[src/rtl/intr_pend_pkg.sv]
// Package: shared source numbering for the interrupt pending controller.
// Assumes eight sources; index 0 has the highest architectural priority.
package intr_pend_pkg;

    localparam int NUM_SRC = 8;
    localparam int CODE_W  = 3;

    typedef enum logic [CODE_W-1:0] {
        SRC_SYS_RESET    = 3'd0,
        SRC_MCHK         = 3'd1,
        SRC_EXT_DIRECT   = 3'd2,
        SRC_EXT_MEDIATED = 3'd3,
        SRC_DECR         = 3'd4,
        SRC_PERF         = 3'd5,
        SRC_DB_PRIV      = 3'd6,
        SRC_DB_HYP       = 3'd7
    } src_e;

    // Acknowledge result when none of the selectable sources is pending.
    localparam logic [CODE_W-1:0] CODE_NONE = 3'd0;

endpackage

[src/rtl/tick_timers.sv]
// Module: tick_timers
// Holds the up-counting time base and the down-counting decrementer.
// Both move only on tick. The decrementer stops at zero and reports an
// underflow event on every tick that finds it at zero.
// Assumes dec_reload and tick are single-cycle qualified strobes.
module tick_timers #(
    parameter int TB_W  = 64,
    parameter int DEC_W = 64
) (
    input  logic             clk,
    input  logic             rst_n,
    input  logic             tick,
    input  logic             dec_reload,
    output logic [TB_W-1:0]  tb_q,
    output logic [DEC_W-1:0] dec_q,
    output logic             dec_underflow
);

    localparam logic [TB_W-1:0]  TB_ONE  = TB_W'(1);
    localparam logic [DEC_W-1:0] DEC_ONE = DEC_W'(1);

    logic dec_is_zero;
    assign dec_is_zero   = (dec_q == '0);
    assign dec_underflow = tick && dec_is_zero;

    // Purpose: time base advances by one per tick and wraps naturally.
    always_ff @(posedge clk) begin
        if (!rst_n)
            tb_q <= '0;
        else if (tick)
            tb_q <= tb_q + TB_ONE;
    end

    // Purpose: decrementer reloads to all ones or counts down to zero.
    always_ff @(posedge clk) begin
        if (!rst_n)
            dec_q <= '1;
        else if (dec_reload)
            dec_q <= '1;
        else if (tick && !dec_is_zero)
            dec_q <= dec_q - DEC_ONE;
    end

    p_tb_step_r5: assert property (@(posedge clk) disable iff (!rst_n)
        tick |=> (tb_q == $past(tb_q) + TB_ONE));

    p_tb_hold_r5: assert property (@(posedge clk) disable iff (!rst_n)
        !tick |=> $stable(tb_q));

    p_dec_zero_r6: assert property (@(posedge clk) disable iff (!rst_n)
        (tick && dec_is_zero && !dec_reload) |=> (dec_q == '0));

    p_reload_r7: assert property (@(posedge clk) disable iff (!rst_n)
        dec_reload |=> (&dec_q));

endmodule

[src/rtl/pend_flags.sv]
// Module: pend_flags
// One pending flag per source, set by post or decrementer underflow and
// dropped by single clear, clear-all or acknowledge. Priority per flag,
// highest first: clear-all, single clear, set (post/underflow), ack clear.
// Out-of-range indices are ignored and flagged one cycle later.
module pend_flags
    import intr_pend_pkg::*;
#(
    parameter int IDX_W = 4
) (
    input  logic               clk,
    input  logic               rst_n,
    input  logic               post_vld,
    input  logic [IDX_W-1:0]   post_idx,
    input  logic               clr_vld,
    input  logic [IDX_W-1:0]   clr_idx,
    input  logic               clr_all,
    input  logic               set_dec,
    input  logic [NUM_SRC-1:0] ack_clr,
    output logic [NUM_SRC-1:0] pend_q,
    output logic               idx_err_q
);

    localparam logic [IDX_W-1:0] IDX_LIMIT = IDX_W'(NUM_SRC);

    logic post_bad;
    logic clr_bad;
    assign post_bad = post_vld && (post_idx >= IDX_LIMIT);
    assign clr_bad  = clr_vld  && (clr_idx  >= IDX_LIMIT);

    // Purpose: one-cycle error pulse for any rejected index.
    always_ff @(posedge clk) begin
        if (!rst_n)
            idx_err_q <= 1'b0;
        else
            idx_err_q <= post_bad || clr_bad;
    end

    for (genvar i = 0; i < NUM_SRC; i++) begin : g_flag
        localparam bit IS_DEC = (i == int'(SRC_DECR));
        logic hit_post;
        logic hit_clr;
        logic hit_set;
        assign hit_post = post_vld && (post_idx == IDX_W'(i));
        assign hit_clr  = clr_vld  && (clr_idx  == IDX_W'(i));
        assign hit_set  = hit_post || (IS_DEC && set_dec);

        // Purpose: update one pending flag by the fixed priority order.
        always_ff @(posedge clk) begin
            if (!rst_n)
                pend_q[i] <= 1'b0;
            else if (clr_all || hit_clr)
                pend_q[i] <= 1'b0;
            else if (hit_set)
                pend_q[i] <= 1'b1;
            else if (ack_clr[i])
                pend_q[i] <= 1'b0;
        end

        p_clr_wins_r2: assert property (@(posedge clk) disable iff (!rst_n)
            hit_clr |=> !pend_q[i]);

        p_set_beats_ack_r12: assert property (@(posedge clk) disable iff (!rst_n)
            (hit_set && !hit_clr && !clr_all) |=> pend_q[i]);
    end

    p_clr_all_r4: assert property (@(posedge clk) disable iff (!rst_n)
        clr_all |=> (pend_q == '0));

    p_bad_idx_r3: assert property (@(posedge clk) disable iff (!rst_n)
        (post_bad || clr_bad) |=> idx_err_q);

    p_bad_post_noeffect_r3: assert property (@(posedge clk) disable iff (!rst_n)
        (post_bad && !clr_vld && !clr_all && !set_dec && (ack_clr == '0))
        |=> $stable(pend_q));

endmodule

[src/rtl/ack_sel.sv]
// Module: ack_sel
// On acknowledge, picks the first pending source among decrementer,
// privileged doorbell and hypervisor doorbell, requests its clear in the
// same cycle and registers the code with a valid pulse for the next cycle.
// Assumes ack is a single-cycle strobe; the code holds between acks.
module ack_sel
    import intr_pend_pkg::*;
(
    input  logic               clk,
    input  logic               rst_n,
    input  logic               ack,
    input  logic               pend_dec,
    input  logic               pend_db_priv,
    input  logic               pend_db_hyp,
    output logic [NUM_SRC-1:0] ack_clr,
    output logic               ack_vld_q,
    output logic [CODE_W-1:0]  ack_code_q
);

    logic [CODE_W-1:0]  pick_code;
    logic [NUM_SRC-1:0] pick_vec;

    // Purpose: fixed-order selection among the three selectable sources.
    always_comb begin
        pick_code = CODE_NONE;
        pick_vec  = '0;
        if (pend_dec) begin
            pick_code = SRC_DECR;
            pick_vec[SRC_DECR] = 1'b1;
        end else if (pend_db_priv) begin
            pick_code = SRC_DB_PRIV;
            pick_vec[SRC_DB_PRIV] = 1'b1;
        end else if (pend_db_hyp) begin
            pick_code = SRC_DB_HYP;
            pick_vec[SRC_DB_HYP] = 1'b1;
        end
    end

    assign ack_clr = ack ? pick_vec : '0;

    // Purpose: register the acknowledge result one cycle after the strobe.
    always_ff @(posedge clk) begin
        if (!rst_n) begin
            ack_vld_q  <= 1'b0;
            ack_code_q <= CODE_NONE;
        end else begin
            ack_vld_q <= ack;
            if (ack)
                ack_code_q <= pick_code;
        end
    end

    p_ack_pulse_r10: assert property (@(posedge clk) disable iff (!rst_n)
        ack |=> ack_vld_q);

    p_ack_idle_r10: assert property (@(posedge clk) disable iff (!rst_n)
        !ack |=> !ack_vld_q);

    p_ack_dec_first_r10: assert property (@(posedge clk) disable iff (!rst_n)
        (ack && pend_dec) |=> (ack_code_q == SRC_DECR));

    p_ack_none_r11: assert property (@(posedge clk) disable iff (!rst_n)
        (ack && !pend_dec && !pend_db_priv && !pend_db_hyp)
        |=> (ack_code_q == CODE_NONE));

endmodule

[src/rtl/take_eval.sv]
// Module: take_eval
// Combinational take-interrupt decision: any pending source under the
// external enable, or the hypervisor doorbell when the thread is outside
// hypervisor state or in problem state, regardless of the enable.
module take_eval
    import intr_pend_pkg::*;
(
    input  logic [NUM_SRC-1:0] pend,
    input  logic               msr_ee,
    input  logic               msr_hv,
    input  logic               msr_pr,
    output logic               take
);

    logic any_masked;
    logic hyp_bypass;

    // Purpose: combine the masked and bypass paths.
    always_comb begin
        any_masked = msr_ee && (|pend);
        hyp_bypass = pend[SRC_DB_HYP] && (!msr_hv || msr_pr);
        take       = any_masked || hyp_bypass;
    end

endmodule

[src/rtl/intr_pend_ctrl.sv]
// Module: intr_pend_ctrl (top)
// Pending-interrupt controller for one hardware thread: eight source
// flags, a tick-driven time base and decrementer, the take-interrupt
// decision and the acknowledge selector. Synchronous active-low reset.
module intr_pend_ctrl
    import intr_pend_pkg::*;
#(
    parameter int TB_W  = 64,
    parameter int DEC_W = 64,
    parameter int IDX_W = 4
) (
    input  logic               clk,
    input  logic               rst_n,
    input  logic               tick,
    input  logic               post_vld,
    input  logic [IDX_W-1:0]   post_idx,
    input  logic               clr_vld,
    input  logic [IDX_W-1:0]   clr_idx,
    input  logic               clr_all,
    input  logic               dec_reload,
    input  logic               msr_ee,
    input  logic               msr_hv,
    input  logic               msr_pr,
    input  logic               ack,
    output logic               take_irq,
    output logic               ack_vld,
    output logic [CODE_W-1:0]  ack_code,
    output logic               idx_err,
    output logic [NUM_SRC-1:0] pending,
    output logic [TB_W-1:0]    time_base,
    output logic [DEC_W-1:0]   dec_value
);

    logic               dec_underflow;
    logic [NUM_SRC-1:0] ack_clr;

    tick_timers #(
        .TB_W  (TB_W),
        .DEC_W (DEC_W)
    ) u_timers (
        .clk           (clk),
        .rst_n         (rst_n),
        .tick          (tick),
        .dec_reload    (dec_reload),
        .tb_q          (time_base),
        .dec_q         (dec_value),
        .dec_underflow (dec_underflow)
    );

    pend_flags #(
        .IDX_W (IDX_W)
    ) u_flags (
        .clk       (clk),
        .rst_n     (rst_n),
        .post_vld  (post_vld),
        .post_idx  (post_idx),
        .clr_vld   (clr_vld),
        .clr_idx   (clr_idx),
        .clr_all   (clr_all),
        .set_dec   (dec_underflow),
        .ack_clr   (ack_clr),
        .pend_q    (pending),
        .idx_err_q (idx_err)
    );

    ack_sel u_ack (
        .clk          (clk),
        .rst_n        (rst_n),
        .ack          (ack),
        .pend_dec     (pending[SRC_DECR]),
        .pend_db_priv (pending[SRC_DB_PRIV]),
        .pend_db_hyp  (pending[SRC_DB_HYP]),
        .ack_clr      (ack_clr),
        .ack_vld_q    (ack_vld),
        .ack_code_q   (ack_code)
    );

    take_eval u_take (
        .pend   (pending),
        .msr_ee (msr_ee),
        .msr_hv (msr_hv),
        .msr_pr (msr_pr),
        .take   (take_irq)
    );

    p_hyp_bypass_r9: assert property (@(posedge clk) disable iff (!rst_n)
        (pending[SRC_DB_HYP] && (!msr_hv || msr_pr)) |-> take_irq);

    p_masked_any_r8: assert property (@(posedge clk) disable iff (!rst_n)
        (msr_ee && (pending != '0)) |-> take_irq);

    p_underflow_sets_r6: assert property (@(posedge clk) disable iff (!rst_n)
        (tick && (dec_value == '0) && !clr_all &&
         !(clr_vld && clr_idx == IDX_W'(SRC_DECR))) |=> pending[SRC_DECR]);

    p_no_take_idle_r8: assert property (@(posedge clk) disable iff (!rst_n)
        (pending == '0) |-> !take_irq);

endmodule

[config.mk]
export PLATFORM = sky130hd
export DESIGN_NAME = intr_pend_ctrl
export DESIGN_NICKNAME = d
export VERILOG_FILES = /design/src/rtl/intr_pend_pkg.sv /design/src/rtl/tick_timers.sv /design/src/rtl/pend_flags.sv /design/src/rtl/ack_sel.sv /design/src/rtl/take_eval.sv /design/src/rtl/intr_pend_ctrl.sv
export SDC_FILE = /design/constraint.sdc
export NUM_CORES = 1
export LEC_CHECK = 0
export BUFFER_PORTS_ARGS = -buffer_cell sky130_fd_sc_hd__buf_2
export CAP_MARGIN = 20
export CORE_ASPECT_RATIO = 1.4
export CORE_MARGIN = 2
export CORE_UTILIZATION = 50
export DETAILED_ROUTE_END_ITERATION = 7
export PLACE_DENSITY = 0.75
export REMOVE_ABC_BUFFERS = 1
export SLEW_MARGIN = 0
export SYNTH_ARGS = -nofsm -noshare
export SYNTH_HDL_FRONTEND = slang
export SYNTH_SLANG_ARGS = --single-unit
[constraint.sdc]
create_clock -name clk -period 3.5 [get_ports clk]
set_clock_uncertainty 0.15 [all_clocks]
set_input_delay 0.35 -clock clk [delete_from_list [all_inputs] [get_ports clk]]
set_output_delay 0.35 -clock clk [all_outputs]
set_load 0.02 [all_outputs]
# Word-level counts from Yosys, hierarchy flattened
# Index checks and enable logic that the tools add are counted.
[totals] reg_bits=141 romBits=0 output_inout_bits=142 ram_bits=0 latchBits=0 mem_count=0 word_cells=114 inputBits=19
[op_classes] bitwise=1 div_mod_pow=0 mux=25 n_shift=0 n_eq_ne=14 addsub=2 n_lt_le_gt_ge=2 reduce_logical=57 n_mul=0
[op_table] cell="$add 64x1->64 const B" n=1
[op_table] cell="$logic_not 64->1" n=1
[op_table] cell="$sub 64x1->64 const B" n=1
[op_table] cell="$eq 4x3->1 const B" n=8
[op_table] cell="$logic_and 1x1->1" n=22
[op_table] cell="$mux 1" n=20
[op_table] cell="$reduce_or 2->1" n=9
[op_table] cell="$eq 4x2->1 const B" n=4
[op_table] cell="$reduce_bool 2->1" n=8
[op_table] cell="$logic_or 1x1->1" n=12
[op_table] cell="$mux 3" n=3
[op_table] cell="$eq 4x1->1 const B" n=2
[op_table] cell="$ge 4x4->1 const B" n=2
[op_table] cell="$logic_not 4->1" n=2
[op_table] cell="$mux 8" n=1
[op_table] cell="$reduce_or 8->1" n=1
[op_table] cell="$logic_not 1->1" n=2
[op_table] cell="$mux 2" n=1
[op_table] cell="$not 1->1" n=1

# Depth between registers and ports, before layout
[depth] depth_word=6 ltp_mapped=9 mapped_depth_nobuf=8

# Cells and area by module
# Synthesis repeated with hierarchy kept, for this count alone.
[unflattened] cells_unflattened=785 hier_area_um2=6693.9
[by_module_without_submodules] module="tick_timers" area_each_um2=6010.8 cells_per_inst=708 instances=1 seq_area_each_um2=2562.5
[by_module_without_submodules] module="pend_flags" area_each_um2=431.7 cells_per_inst=47 instances=1 seq_area_each_um2=180.2
[by_module_without_submodules] module="ack_sel" area_each_um2=216.5 cells_per_inst=25 instances=1 seq_area_each_um2=80.1
[by_module_without_submodules] module="take_eval" area_each_um2=35.0 cells_per_inst=5 instances=1 seq_area_each_um2=0.0

# Worst setup path after synthesis
# No wires, ideal clock.
[synth_timing] path_kind="register -> register" start="reg u_timers.dec_q[20]" end="reg u_timers.dec_q[14]" period_less_slack_ps=2959 path_buffers=1 required_time_ps=3208 arrival_time_ps=2667 setup_time_ps=142 slack_ps=541 path_stages_with_launch=8 path_cell_list="dfxtp_1 or4_1 or4_1 clkbuf_1 nor4_4 a21oi_2 a311oi_1 a41oi_1"
[synth_via] elab_chain_cells=3
[synth_lines] element="from (decl)" line_no="tick_timers.sv:15" rtl="output logic [DEC_W-1:0] dec_q,"
[synth_lines] element="from (signal assigned)" line_no="tick_timers.sv:41" rtl="dec_q <= dec_q - DEC_ONE;"
[synth_lines] element="$logic_not 64->1" line_no="tick_timers.sv:23" rtl="assign dec_is_zero = (dec_q == '0);"
[synth_lines] element="$logic_not 1->1" line_no="tick_timers.sv:40" rtl="else if (tick && !dec_is_zero)"
[synth_lines] element="$logic_and 1x1->1" line_no="tick_timers.sv:40"
# Every way passes these cells.
# A chain may end at the register's enable or synchronous reset.

# Worst setup path after layout
[layout_timing] start="reg u_timers.dec_q[8]" end="reg u_timers.dec_q[53]"
[layout_via] elab_chain_cells=3 word_cells_on_any_way=4 cone_classes="add/sub: 1; reduce/logical: 3"
[layout_lines] element="branches (longest 3 deep; another with $sub 64x1->64)"
# Parallel ways; which one is timed is not known.

==> run_results.csv <==
group,metric,value,unit
detailed_routing,vias,6758,
job,maxCapViolations,0,
detailed_routing,viasPerCell,5.698,
synth,synth_xor_area_share,10.19,%
sta,rsz0062_at_grt,"no",
power,ir_drop,0.2519,mV
clock_network,cts_hold_buffers,0,
grt,antenna_found_initial,0,
synth,synth_edf_count,0,
clock_network,ctsResizeCount,0,
place,hpwl,13.70,mm
grt,grt_first_pass_wirelength,30.22,mm
floorplanning,start_util,50.54,%
synth,synthMuxAreaShare,0.5748,%
grt,grt_use_total,25.13,%
synth,synth_area_per_cell,8.505,um2
grt,grt.overflow.total,0,
grt,grt_start_max_net_pins,74,
sta,whs,0.01957,ns
critical_path,cpMaxStageDelayCell,"or4_1",
synth,synth_top_family_by_area,"simple AND/OR/NAND/NOR gates",
min_path,hold_class,"input pin to register",
critical_path,path_max_fanout,7,
synth,syn_inst,819,
synth,yosysWarnings,0,
critical_path,worstPathRequired,3.72,ns
critical_path,crit_chain,"or4_1, nor4_4, nand3_2, or4_4, or4_1, nand3_1",
finish,fillCellCount,1258,
detailed_routing,firstDrtPassIters,5,
sta,fin_crit_sh,88.21,%
detailed_routing,drcViolationCount,0,
critical_path,cp_num_buf_inv,0,
clock_network,htreeDepth,4,
synth,ys_types,53,
critical_path,setup.worst_path.class,"register to register",
floorplanning,dieHeight,143.7,um
critical_path,end_kind,"register",
detailed_routing,routed_wl,18.95,mm
critical_path,startpoint_type,"register",
synth,ys_seq_elements,141,
critical_path,cp_common_cell,"or4_1",
finish,syn_to_final_growth,23.55,%
sta,worst_slew_pin_slew,0.7559,ns
clock_network,cts_tree,"yes",
sta,final_max_slew_viol_count,0,
finish,design_area,8606,um2
detailed_routing,dr.first_iter.drc_count,284,
run_status,status,"finished, final reports clean",
finish,diodes,0,
finish,layout.nets,1010,
sta,slew_headroom,49.50,%
sta,period_minus_slack,3.087,ns
synth,synth_compound_area_share,9.197,%
power,powerDensity,399.9,nW/um2
clock_network,clk_path_buf_depth,2,
sta,fin_setup_tns,0,ns
floorplanning,io-pin-count,161,
clock_network,postCtsSetupRepairBufs,0,
synth,ys_seq_area_share,40.52,%
place,placed_cell_area,8036,um2
clock_network,cts_buffers,17,
grt,grt_pass1_vias,6113,
clock_network,path_clk_slew,0.06,ns
place,port_buffers,160,
critical_path,critPathMaxStageDelay,0.67,ns
clock_network,worstSkewPairLatency,0.43,ns
detailed_routing,ant_nets,0,
floorplanning,die_x,103.8,um
clock_network,clock_sinks,141,
synth,synth-simple-area-share,36.09,%
power,p_leak,0.003336,uW
critical_path,cp.arrival,3.31,ns
sta,max_freq,323.9,MHz
synth,synthArstFlopShare,0,%
floorplanning,core-area,13780,um2
synth,yosys.area_share.adder,0.5389,%
synth,synth_ff_type,"dfxtp_1",
sta,hold_viol,0,
place,gp_congestion,0.8750,
detailed_routing,wl_per_cell,15.98,um
clock_network,cts-root-buf,"clkbuf_16",
critical_path,cp_top_family,"simple AND/OR/NAND/NOR gates",
floorplanning,fp-row-count,51,
sta,setup_viol,0,
finish,drive_gt1_share,22.68,%
floorplanning,die_area,14900,um2
synth,synth_area,6965,um2
flip-flops by register name (all words and copies together) (netlist names):
register	count
u_timers.tb_q	64
u_ack.ack_code_q	3
u_flags.pend_q	8
u_timers.dec_q	64
u_flags.idx_err_q	1
u_ack.ack_vld_q	1
cell usage after synthesis, drive strengths merged, types with 5 or more instances:
library cell    n  area share, %
buf             5           0.47
or4            23            2.5
and2           61            5.5
nand3          40            2.9
a21boi          6           0.65
a21oi          22            1.6
or3            22            2.0
xnor2          57            7.2
nor2           43            2.3
and3           17            1.5
xor2           24            3.0
nor3           37            2.7
o21ai          30            2.2
nor4           38            4.0
clkbuf         27            1.5
nand4          29            2.6
o31ai           7           0.75
nand3b          6           0.65
inv            17           0.92
nor2b          13            1.2
and4           15            1.9
a211oi          8           0.86
dfxtp         141             41
nand2b          6           0.54
or2             6           0.54
a31oi          14            1.3
nand2          70            3.8
stage by stage:
| step | worst slack, ns | power (uW) | instances | util, % |
|---|---|---|---|---|
| finish | 0.4127 | 3442 | 1186 | 62.44 |
| global route | 0.2773 | 3546 | 1186 | 62.44 |
| CTS | 0.4172 | 3469 | 1186 | 62.44 |
| detailed placement | 0.4342 | 1753 | 1154 | 58.31 |
| global placement | 0.4827 | 1752 | 1154 | 58.31 |
| floorplan | 0.3687 | 1697 | 787 | - |
layer usage:
metal	GRT usage, %	part of all wire (%)	vias up
li1	-	-	3311
met5	0	0	-
met4	11.38	2.4	0
met3	5.896	5.4	36
met2	45.66	52	213
met1	28.02	41	3198
layout make-up:
| cell class | instances | area, um2 | share of cell area [%] |
|---|---|---|---|
| well taps | 185 | 231.5 | 2.690 |
| repair buffers | 182 | 965.9 | 11.22 |
| inverters | 18 | 67.56 | 0.7851 |
| multi-input cells | 628 | 3949 | 45.89 |
| clock inverters | 13 | 116.4 | 1.352 |
| clock buffers | 19 | 452.9 | 5.263 |
| flip-flops and latches | 141 | 2823 | 32.80 |
logic make-up (layout without fill, tap and decap cells):
family,after synthesis,in the layout
buffers and inverters,50,232
and+or+nand+nor,438,438
adders and majority gates,3,3
xor gates and xnor gates,81,81
DFF,141,141
muxes,4,4
AOI/OAI and AO/OA,102,102
cells in the final DEF, fill, tap and decap left out, types with 22 or more instances in the layout:
| cell type | instances |
|---|---|
| and2_1 | 61 |
| buf_2 | 160 |
| buf_4 | 22 |
| dfxtp_1 | 141 |
| nand2_1 | 70 |
| nand3_1 | 39 |
| nand4_1 | 29 |
| nor2_1 | 43 |
| nor3_1 | 37 |
| nor4_1 | 34 |
| o21ai_0 | 26 |
| or3_1 | 22 |
| or4_1 | 22 |
| xnor2_1 | 57 |
| xor2_1 | 24 |
path summary, 6_finish.rpt:
check / slack (ns) / endpoint / cells past startpoint / from
worst max-delay path: 0.41 / u_timers.dec_q[53]$_SDFFE_PP1P_ / 6 / u_timers.dec_q[8]$_SDFFE_PP1P_
worst min-delay path: 0.02 / u_ack.ack_code_q[2]$_SDFFE_PN0P_ / 2 / ack
worst max register to register: 0.41 / u_timers.dec_q[53]$_SDFFE_PP1P_ / 6 / u_timers.dec_q[8]$_SDFFE_PP1P_
worst min register to register: 0.34 / u_ack.ack_code_q[0]$_SDFFE_PN0P_ / 2 / u_ack.ack_code_q[0]$_SDFFE_PN0P_
power by group:
group          total [uW]  internal, uW  leakage, uW  switching [uW]
logic                 101          34.0      0.00192            66.6
clock network        1720          1010     0.000276             709
registers            1620          1610      0.00114            6.57
total                3440          2660      0.00334             782
(Power assumes the default switching activity.)
